## src/rtl/csw_pkg.sv

```systemverilog
package csw_pkg;
  // register word addresses
  localparam int CTRL_ADDR = 0;
  localparam int THR_ADDR  = 1;
  // control register bit positions
  localparam int EN_BIT    = 0;
  localparam int CLR_BIT   = 1;
  localparam int SEL_LSB   = 8;
endpackage

```

## src/rtl/csw_regs.sv

```systemverilog
module csw_regs
  import csw_pkg::*;
#(
  parameter int DATA_W = 32,
  parameter int ADDR_W = 2,
  parameter int THR_W  = 16,
  parameter int SEL_W  = 2
) (
  input  logic              clk,
  input  logic              rst_n,
  input  logic              we,
  input  logic [ADDR_W-1:0] addr,
  input  logic [DATA_W-1:0] wdata,
  output logic [DATA_W-1:0] rdata,
  output logic              en_q,
  output logic [SEL_W-1:0]  sel_q,
  output logic [THR_W-1:0]  thr_q,
  output logic              restart,
  output logic              clr
);
  logic wr_ctrl, wr_thr;
  logic unused_wdata;

  assign wr_ctrl = we && (addr == ADDR_W'(CTRL_ADDR));
  assign wr_thr  = we && (addr == ADDR_W'(THR_ADDR));
  assign restart = wr_ctrl || wr_thr;
  assign clr     = wr_ctrl && wdata[CLR_BIT];
  assign unused_wdata = ^wdata;

  always_ff @(posedge clk or negedge rst_n) begin
    if (!rst_n) begin
      en_q  <= 1'b0;
      sel_q <= '0;
      thr_q <= '0;
    end else begin
      if (wr_ctrl) begin
        en_q  <= wdata[EN_BIT];
        sel_q <= wdata[SEL_LSB +: SEL_W];
      end
      if (wr_thr) thr_q <= wdata[THR_W-1:0];
    end
  end

  always_comb begin
    rdata = '0;
    if (addr == ADDR_W'(CTRL_ADDR)) begin
      rdata[EN_BIT]            = en_q;
      rdata[SEL_LSB +: SEL_W]  = sel_q;
    end else if (addr == ADDR_W'(THR_ADDR)) begin
      rdata[THR_W-1:0] = thr_q;
    end
  end
endmodule

```

## src/rtl/csw_tick_gen.sv

```systemverilog
module csw_tick_gen #(
  parameter int TICK_DIV = 4
) (
  input  logic clk,
  input  logic rst_n,
  input  logic run,
  output logic tick
);
  generate
    if (TICK_DIV <= 1) begin : g_every
      assign tick = run;
    end else begin : g_div
      localparam int DIV_W = $clog2(TICK_DIV);
      localparam logic [DIV_W-1:0] LAST = DIV_W'(TICK_DIV - 1);
      logic [DIV_W-1:0] phase;

      always_ff @(posedge clk or negedge rst_n) begin
        if (!rst_n)            phase <= '0;
        else if (!run)         phase <= '0;
        else if (phase == LAST) phase <= '0;
        else                   phase <= phase + 1'b1;
      end

      assign tick = run && (phase == LAST);
    end
  endgenerate
endmodule

```

## src/rtl/csw_evt_sel.sv

```systemverilog
module csw_evt_sel #(
  parameter int NUM_EVT = 4,
  parameter int SEL_W   = 2
) (
  input  logic [NUM_EVT-1:0] evt,
  input  logic [SEL_W-1:0]   sel,
  output logic               hit
);
  always_comb begin
    hit = 1'b0;
    for (int i = 0; i < NUM_EVT; i++) begin
      if (sel == SEL_W'(i)) hit = evt[i];
    end
  end
endmodule

```

## src/rtl/csw_stall_ctr.sv

```systemverilog
module csw_stall_ctr #(
  parameter int THR_W = 16
) (
  input  logic             clk,
  input  logic             rst_n,
  input  logic             active,
  input  logic             restart,
  input  logic             clr,
  input  logic             tick,
  input  logic             hit,
  input  logic [THR_W-1:0] thr,
  output logic [THR_W-1:0] cnt,
  output logic             irq
);
  logic             seen;
  logic [THR_W-1:0] cnt_inc;

  // saturating increment: holds once the threshold is reached
  assign cnt_inc = (cnt >= thr) ? cnt : cnt + 1'b1;

  always_ff @(posedge clk or negedge rst_n) begin
    if (!rst_n) begin
      cnt  <= '0;
      seen <= 1'b0;
      irq  <= 1'b0;
    end else if (!active) begin
      cnt  <= '0;
      seen <= 1'b0;
      irq  <= 1'b0;
    end else begin
      if (clr) irq <= 1'b0;
      if (restart) begin
        cnt  <= '0;
        seen <= 1'b0;
      end else if (tick) begin
        seen <= 1'b0;
        if (seen || hit) begin
          cnt <= '0;
        end else begin
          cnt <= cnt_inc;
          if (cnt_inc >= thr) irq <= 1'b1;
        end
      end else if (hit) begin
        cnt  <= '0;
        seen <= 1'b1;
      end
    end
  end
endmodule

```

## src/rtl/core_stall_watch.sv

```systemverilog
module core_stall_watch #(
  parameter int DATA_W   = 32,
  parameter int ADDR_W   = 2,
  parameter int THR_W    = 16,
  parameter int NUM_EVT  = 4,
  parameter int TICK_DIV = 4
) (
  input  logic               clk,
  input  logic               rst_n,
  input  logic               reg_we,
  input  logic [ADDR_W-1:0]  reg_addr,
  input  logic [DATA_W-1:0]  reg_wdata,
  output logic [DATA_W-1:0]  reg_rdata,
  input  logic [NUM_EVT-1:0] core_evt,
  output logic               hang_irq
);
  localparam int SEL_W = (NUM_EVT > 1) ? $clog2(NUM_EVT) : 1;

  logic             en_q, restart, clr, tick, evt_hit, active;
  logic [SEL_W-1:0] sel_q;
  logic [THR_W-1:0] thr_q, stall_cnt;

  csw_regs #(.DATA_W(DATA_W), .ADDR_W(ADDR_W), .THR_W(THR_W), .SEL_W(SEL_W)) u_regs (
    .clk(clk), .rst_n(rst_n), .we(reg_we), .addr(reg_addr), .wdata(reg_wdata),
    .rdata(reg_rdata), .en_q(en_q), .sel_q(sel_q), .thr_q(thr_q),
    .restart(restart), .clr(clr)
  );

  assign active = en_q && (thr_q != '0);

  csw_tick_gen #(.TICK_DIV(TICK_DIV)) u_tick (
    .clk(clk), .rst_n(rst_n), .run(active && !restart), .tick(tick)
  );

  csw_evt_sel #(.NUM_EVT(NUM_EVT), .SEL_W(SEL_W)) u_sel (
    .evt(core_evt), .sel(sel_q), .hit(evt_hit)
  );

  csw_stall_ctr #(.THR_W(THR_W)) u_ctr (
    .clk(clk), .rst_n(rst_n), .active(active), .restart(restart), .clr(clr),
    .tick(tick), .hit(evt_hit), .thr(thr_q), .cnt(stall_cnt), .irq(hang_irq)
  );
endmodule

```

## config.mk

```make
export PLATFORM = sky130hd
export DESIGN_NAME = core_stall_watch
export DESIGN_NICKNAME = d
export VERILOG_FILES = /design/src/rtl/csw_pkg.sv /design/src/rtl/csw_regs.sv /design/src/rtl/csw_tick_gen.sv /design/src/rtl/csw_evt_sel.sv /design/src/rtl/csw_stall_ctr.sv /design/src/rtl/core_stall_watch.sv
export SDC_FILE = /design/constraint.sdc
export NUM_CORES = 1
export LEC_CHECK = 0
export ABC_AREA = 1
export BUFFER_PORTS_ARGS = -buffer_cell sky130_fd_sc_hd__buf_2
export CORE_UTILIZATION = 59
export CTS_CLUSTER_SIZE = 30
export DETAILED_ROUTE_END_ITERATION = 8
export GPL_TIMING_DRIVEN = 0
export HOLD_SLACK_MARGIN = 0.03
export PLACE_DENSITY_LB_ADDON = 0.25
export SLEW_MARGIN = 30
export SYNTH_ARGS = -nofsm -noshare
export SYNTH_HDL_FRONTEND = slang
export SYNTH_SLANG_ARGS = --single-unit
```

## constraint.sdc

```tcl
create_clock -name clk -period 7.6 [get_ports clk]
set_clock_uncertainty 0.1 [all_clocks]
set_input_delay 0.38 -clock clk [delete_from_list [all_inputs] [get_ports clk]]
set_output_delay 0.38 -clock clk [all_outputs]
set_load 0.1 [all_outputs]
```

# Word level (Yosys, flattened, before mapping)
# Cells that the tools add are included.
[totals] register_bits=39 inputBits=41 output_inout_bits=33
[op_classes] add_sub_neg=2 n_lt_le_gt_ge=2 eq_ne=6 muxes=27 reduce_logical=12
[op_table] operator="two-way mux 16 bit" count=7
[op_table] operator=">= comparator 16 bit" count=2
[op_table] operator="adder 16 x 1 -> 16 bit (second input constant)" count=1
[op_table] operator="nonzero test 16 bit" count=1
[op_table] operator="two-way mux 1 bit" count=15
[op_table] operator="two-way mux 7 bit" count=1
[op_table] operator="== test 2 bit (second input constant)" count=3
[op_table] operator="logical AND 1 bit" count=6
[op_table] operator="two-way mux 2 bit" count=3
[op_table] operator="two-way mux 6 bit" count=1
[op_table] operator="== test 2 x 1 -> 1 bit (second input constant)" count=2
[op_table] operator="zero test 2 bit" count=2
[op_table] operator="inequality test 4 x 3 -> 1 bit (second input constant)" count=1
[op_table] operator="adder 2 x 1 -> 2 bit (second input constant)" count=1
[op_table] operator="logical OR 1 bit" count=2
[op_table] operator="zero test 1 bit" count=1

# Longest topological paths before layout
[depth] ltp_word=10 mapped_depth=26

# By module
# Synthesis repeated with hierarchy kept, for this count alone.
[unflattened] hier_cells=524 area_unflattened_um2=3458.3
[modules_own_cells] module="csw_stall_ctr" instances=1 cells_each=340 area_each_um2=2173.3
[modules_own_cells] module="csw_regs" instances=1 cells_each=144 area_each_um2=1078.5
[modules_own_cells] module="csw_tick_gen" instances=1 cells_each=9 area_each_um2=87.6
[modules_own_cells] module="core_stall_watch" instances=1 cells_each=18 area_each_um2=67.6
[modules_own_cells] module="csw_evt_sel" instances=1 cells_each=13 area_each_um2=51.3

# Worst setup path before layout
# No wires, ideal clock.
[synth_timing] kind="input to output" from="in reg_addr[0]" to="out reg_rdata[0]" arrival_time_ns=2.722 path_slack_ns=4.398 path_stages=4 n_path_buf=0 path_cell_list="inv_1 nor2_1 inv_1 o21ai_0"
[synth_between] elab_chain_cells=3 word_cells_on_any_way=4 classes_between="eq/ne (1); mux (2); reduce/logical (1)"
[synth_lines] element="from (decl)" line_no="core_stall_watch.sv:11" rtl="input logic [ADDR_W-1:0] reg_addr,"
[synth_lines] element="== test 2 x 1 -> 1 bit" line_no="csw_regs.sv:49" rtl="end else if (addr == ADDR_W'(THR_ADDR)) begin"
[synth_lines] element="two-way mux 16 bit" line_no="csw_regs.sv:49"
[synth_lines] element="two-way mux 1 bit (*)" line_no="csw_regs.sv:46" rtl="if (addr == ADDR_W'(CTRL_ADDR)) begin"
[synth_lines] element="to (decl)" line_no="core_stall_watch.sv:13" rtl="output logic [DATA_W-1:0] reg_rdata,"
# Every way passes the cells marked *; elsewhere a longest branch is shown, timed or not.

# Final worst setup path
[layout_timing] from="reg u_regs.thr_q[7]" to="reg u_ctr.irq"
[layout_between] elab_chain_cells=8 word_cells_on_any_way=12 classes_between="order compare (2); mux (6); reduce/logical (4)"
[layout_lines] element="from (decl)" line_no="csw_regs.sv:17" rtl="output logic [THR_W-1:0] thr_q,"
[layout_lines] element="from (signal assigned)" line_no="csw_regs.sv:40" rtl="if (wr_thr) thr_q <= wdata[THR_W-1:0];"
[layout_lines] element=">= comparator 16 bit" line_no="csw_stall_ctr.sv:19" rtl="assign cnt_inc = (cnt >= thr) ? cnt : cnt + 1'b1;"
[layout_lines] element="two-way mux 16 bit" line_no="csw_stall_ctr.sv:19"
[layout_lines] element=">= comparator 16 bit" line_no="csw_stall_ctr.sv:41" rtl="if (cnt_inc >= thr) irq <= 1'b1;"
[layout_lines] element="two-way mux 1 bit" line_no="csw_stall_ctr.sv:41"
[layout_lines] element="two-way mux 1 bit" line_no="csw_stall_ctr.sv:37" rtl="if (seen || hit) begin"
[layout_lines] element="two-way mux 1 bit" line_no="csw_stall_ctr.sv:35" rtl="end else if (tick) begin"
[layout_lines] element="two-way mux 1 bit" line_no="csw_stall_ctr.sv:32" rtl="if (restart) begin"
[layout_lines] element="two-way mux 1 bit (*)" line_no="csw_stall_ctr.sv:26" rtl="end else if (!active) begin"
[layout_lines] element="to (signal assigned)" line_no="csw_stall_ctr.sv:25" rtl="irq <= 1'b0;"
[layout_lines] element="to (signal assigned)" line_no="csw_stall_ctr.sv:29" rtl="irq <= 1'b0;"
[layout_lines] element="to (signal assigned)" line_no="csw_stall_ctr.sv:31" rtl="if (clr) irq <= 1'b0;"
[layout_lines] element="to (decl)" line_no="csw_stall_ctr.sv:13" rtl="output logic irq"
# Marks and branches as above.
# A chain may end at the register's enable or synchronous reset.

==> impl_metrics.xml <==
<?xml version="1.0" encoding="UTF-8"?>
<metrics>
  <group name="synthesis">
    <metric name="synth_area_per_cell" unit="µm²">6.93</metric>
    <metric name="ys_ff_latch" unit="">39</metric>
    <metric name="synth_seq_area_share" unit="%">29.6</metric>
    <metric name="number_of_distinct_library_cell_variants_in_the_gate_level_netlist_after_synthesis" unit="">30</metric>
    <metric name="synth-warning-count" unit="">0</metric>
    <metric name="netlist_instances" unit="">476</metric>
    <metric name="syn-cell-area" unit="µm²">3300</metric>
  </group>
  <group name="die">
    <metric name="chipHeight" unit="µm">76.8</metric>
    <metric name="die_w" unit="µm">76.8</metric>
    <metric name="initial_core_util" unit="%">62.9</metric>
    <metric name="floorplan.core_area" unit="µm²">5240</metric>
    <metric name="floorplan.die_area" unit="µm²">5890</metric>
    <metric name="row_count" unit="">26</metric>
    <metric name="pin_count" unit="">74</metric>
  </group>
  <group name="clock_network">
    <metric name="cts_max_path_buffers" unit="">2</metric>
    <metric name="ctsResizeCount" unit="">0</metric>
    <metric name="tritoncts" unit="">yes</metric>
    <metric name="tritoncts.num_buffers" unit="">5</metric>
    <metric name="clock_tree.htree_level_count" unit="">2</metric>
    <metric name="worstSkewPairLatency" unit="ps">300</metric>
    <metric name="clock_sinks" unit="">39</metric>
    <metric name="ctsHoldBuffers" unit="">0</metric>
    <metric name="worst_setup_hold_path_clk_slew" unit="ps">80</metric>
    <metric name="cts.root.buffer_cell" unit="">clkbuf_8</metric>
    <metric name="postCtsSetupBuffers" unit="">0</metric>
  </group>
  <group name="worst_setup_path">
    <metric name="worst_path_max_delay_cell" unit="">dfrtp_1</metric>
    <metric name="critPathLaunchType" unit="">register</metric>
    <metric name="worst_ep_required_time" unit="ps">7730</metric>
    <metric name="critical_path_buf_inv_count" unit="">4</metric>
    <metric name="arrival" unit="ps">3470</metric>
    <metric name="cp-end-kind" unit="">register</metric>
    <metric name="path_cells" unit="">inv_1 -&gt; ha_1 -&gt; nand2_1 -&gt; inv_1 -&gt; nor2_1 -&gt; o21a_1 -&gt; nand2_1 -&gt; nand2_1 -&gt; buf_2 -&gt; nand3_1 -&gt; nand2_1 -&gt; inv_1 -&gt; ha_1 -&gt; nand4_1 -&gt; nor3_1 -&gt; nand3_1 -&gt; nand3_1 -&gt; nand2_1 -&gt; a21oi_1</metric>
    <metric name="cp_slowest_stage_delay" unit="ps">370</metric>
    <metric name="timing.setup.critical_path_class" unit="">register to register</metric>
    <metric name="category_of_cells_accounting_for_the_largest_share_of_critical_path_delay" unit="">simple AND/OR/NAND/NOR gates</metric>
    <metric name="critPathMaxFanout" unit="">10</metric>
    <metric name="crit_top_cell" unit="">nand2_1</metric>
  </group>
  <group name="global_route">
    <metric name="grt_start_max_net_pins" unit="">40</metric>
    <metric name="grt_pass1_vias" unit="">3173</metric>
    <metric name="antenna_found_initial" unit="">0</metric>
    <metric name="grt_overflow_total" unit="">0</metric>
    <metric name="globalRouteTotalUtil" unit="%">29.9</metric>
    <metric name="grt_first_pass_wirelength" unit="µm">14100</metric>
  </group>
  <group name="pwr">
    <metric name="power.share.switching" unit="%">39.3</metric>
    <metric name="comb_power_share" unit="%">32.4</metric>
    <metric name="static-leakage-power" unit="nW">2.23</metric>
    <metric name="clock_power_share" unit="%">32.2</metric>
    <metric name="power.density" unit="nW/µm²">175</metric>
    <metric name="net-switching-power" unit="mW">0.262</metric>
    <metric name="p_seq_share" unit="%">35.4</metric>
    <metric name="p_int" unit="mW">0.404</metric>
    <metric name="irDropWorstVdd" unit="mV">0.111</metric>
  </group>
  <group name="routing">
    <metric name="drt-vias-per-instance" unit="">5.48</metric>
    <metric name="drc" unit="">0</metric>
    <metric name="avgRoutedWirePerCell" unit="µm">13.8</metric>
    <metric name="drt-initial-drc-count" unit="">342</metric>
    <metric name="drtAntennaViolNets" unit="">0</metric>
    <metric name="postRouteWirelength" unit="µm">8460</metric>
    <metric name="drt_pass1_iterations" unit="">5</metric>
    <metric name="dr_total_vias" unit="">3351</metric>
  </group>
  <group name="timing">
    <metric name="final-setup-viol-count" unit="">0</metric>
    <metric name="layout_min_cycle_time" unit="ps">3350</metric>
    <metric name="final_critical_path_setup_slack" unit="ps">4250</metric>
    <metric name="worst_margin_slew" unit="ps">507</metric>
    <metric name="final_max_slew_viol_count" unit="">0</metric>
    <metric name="hold_viol_final" unit="">0</metric>
    <metric name="final.period_utilization" unit="%">44.0</metric>
    <metric name="max-slew-margin-rel" unit="%">66.2</metric>
    <metric name="rsz0062_at_grt" unit="">no</metric>
    <metric name="setup_total_negative_slack" unit="ps">0</metric>
    <metric name="timing.fmax" unit="GHz">0.299</metric>
  </group>
  <group name="cells_and_area">
    <metric name="post_layout_utilization_of_the_core" unit="%">72.5</metric>
    <metric name="final_cell_mix" unit="">nand2_1, inv_1, nand3_1, nor2_1, buf_2</metric>
    <metric name="fraction_of_final_layout_cells_sized_beyond_drive_strength_1" unit="%">16.3</metric>
    <metric name="design.final.nets" unit="">615</metric>
    <metric name="antenna_cells" unit="">0</metric>
    <metric name="area_growth_syn_to_layout" unit="%">15.1</metric>
    <metric name="final_common_cell" unit="">nand2_1</metric>
  </group>
  <group name="placed_design">
    <metric name="dp_hpwl" unit="µm">6310</metric>
    <metric name="port_buffers" unit="">41</metric>
    <metric name="pre_cts_slack" unit="ps">4330</metric>
    <metric name="gp_weighted_congestion" unit="">0.852</metric>
  </group>
  <group name="worst_hold_path">
    <metric name="timing.hold.worst.class" unit="">primary input to register</metric>
  </group>
  <group name="flow_run">
    <metric name="maxCapViolations" unit="">0</metric>
  </group>
  <group name="run_status">
    <metric name="run_status" unit="">finished, final reports clean</metric>
  </group>
</metrics>
[logic make-up after synthesis]
family / Yosys count / synth area share (%)
adders and majority gates: 34 / 12.9
DFF: 39 / 29.6
other: 1 / 0.114
xor gates and xnor gates: 9 / 2.39
AOI/OAI and AO/OA: 43 / 6.76
buffers and inverters: 98 / 13.8
and+or+nand+nor: 252 / 34.5
[cell usage after synthesis]
library cell / count / share of area, %
nor3_1: 3 / 0.46
ha_1: 34 / 13
o21ai_0: 14 / 2.1
o21a_1: 2 / 0.46
nor3_2: 1 / 0.30
nand3_2: 3 / 0.91
a21o_1: 1 / 0.23
nor2_8: 1 / 0.61
buf_12: 1 / 0.61
nor2_2: 2 / 0.38
nand3_4: 1 / 0.53
o21ai_1: 1 / 0.15
nand4_1: 8 / 1.5
buf_4: 18 / 4.1
xor2_1: 9 / 2.4
buf_1: 1 / 0.11
conb_1: 1 / 0.11
nor2_4: 1 / 0.34
buf_2: 2 / 0.30
nand2_2: 4 / 0.76
inv_2: 4 / 0.46
nor2_1: 50 / 5.7
dfrtp_1: 39 / 30
nand2_1: 116 / 13
clkbuf_1: 4 / 0.46
inv_1: 68 / 7.7
nand3_1: 58 / 8.8
nand4_2: 1 / 0.38
a21oi_1: 25 / 3.8
and2_1: 3 / 0.57
[state kept, by name, summed over array words and instances, names as in the netlist]
register	count
u_regs.sel_q	2
u_regs.en_q	1
u_ctr.cnt	16
u_regs.thr_q	16
u_tick.g_div.phase	2
u_ctr.seen	1
u_ctr.irq	1
[worst min-delay path, cell delays in order]
cell	delay [ps]
buf_2	80
nor2_1	30
a21oi_1	100
[through the flow]
| stage | std cells | hold WS, ps | power, mW | instance area (µm²) |
|---|---|---|---|---|
| after detailed placement | 602 | 330 | 0.453 | 3650 |
| after CTS | 610 | 131 | 0.667 | 3780 |
| after global routing | 611 | 235 | 0.692 | 3790 |
| after floorplan | 491 | -15.6 | 0.408 | 3350 |
| after global placement | 602 | 321 | 0.444 | 3650 |
| final | 611 | 223 | 0.665 | 3790 |
[power by group through the flow]
| stage | Combinational, mW | Clock (mW) | Sequential, mW |
|---|---|---|---|
| after global routing | 0.232 | 0.222 | 0.238 |
| after CTS | 0.215 | 0.216 | 0.236 |
| after floorplan | 0.171 | 0 | 0.237 |
| final | 0.215 | 0.214 | 0.236 |
| after detailed placement | 0.213 | 0 | 0.240 |
| after global placement | 0.206 | 0 | 0.239 |
[final cells by class]
class | count | area (µm²)
Fill cell | 436 | 1440
Sequential cell | 39 | 976
Tap cell | 70 | 87.6
Multi-Input combinational cell | 354 | 1920
Timing Repair Buffer | 42 | 218
Clock buffer | 5 | 68.8
Clock inverter | 3 | 67.6
Inverter | 72 | 270
Buffer | 26 | 184
[final timing paths]
path	startpoint	endpoint	slack, ps	depth (start not counted)
worst max-delay path	u_regs.thr_q[7]	u_ctr.irq	4250	19
worst min-delay path	reg_wdata[5]	u_regs.thr_q[5]	220	3
worst max register to register	u_regs.thr_q[7]	u_ctr.irq	4250	19
worst min register to register	u_tick.g_div.phase[0]	u_tick.g_div.phase[0]	340	1
max in group asynchronous	rst_n	u_ctr.cnt[7]	6560	2
min in group asynchronous	rst_n	u_regs.thr_q[13]	480	2
[metal layers]
layer / GRT usage [%] / vias up / wire, µm / part of all wire (%)
met5: 0 / - / 0 / 0
met4: 14.2 / 0 / 294 / 3.5
met3: 4.52 / 34 / 565 / 6.7
met2: 52.1 / 157 / 4240 / 50
met1: 36.0 / 1544 / 3350 / 40
li1: - / 1616 / - / -
Power figures use the tool's default switching activity.
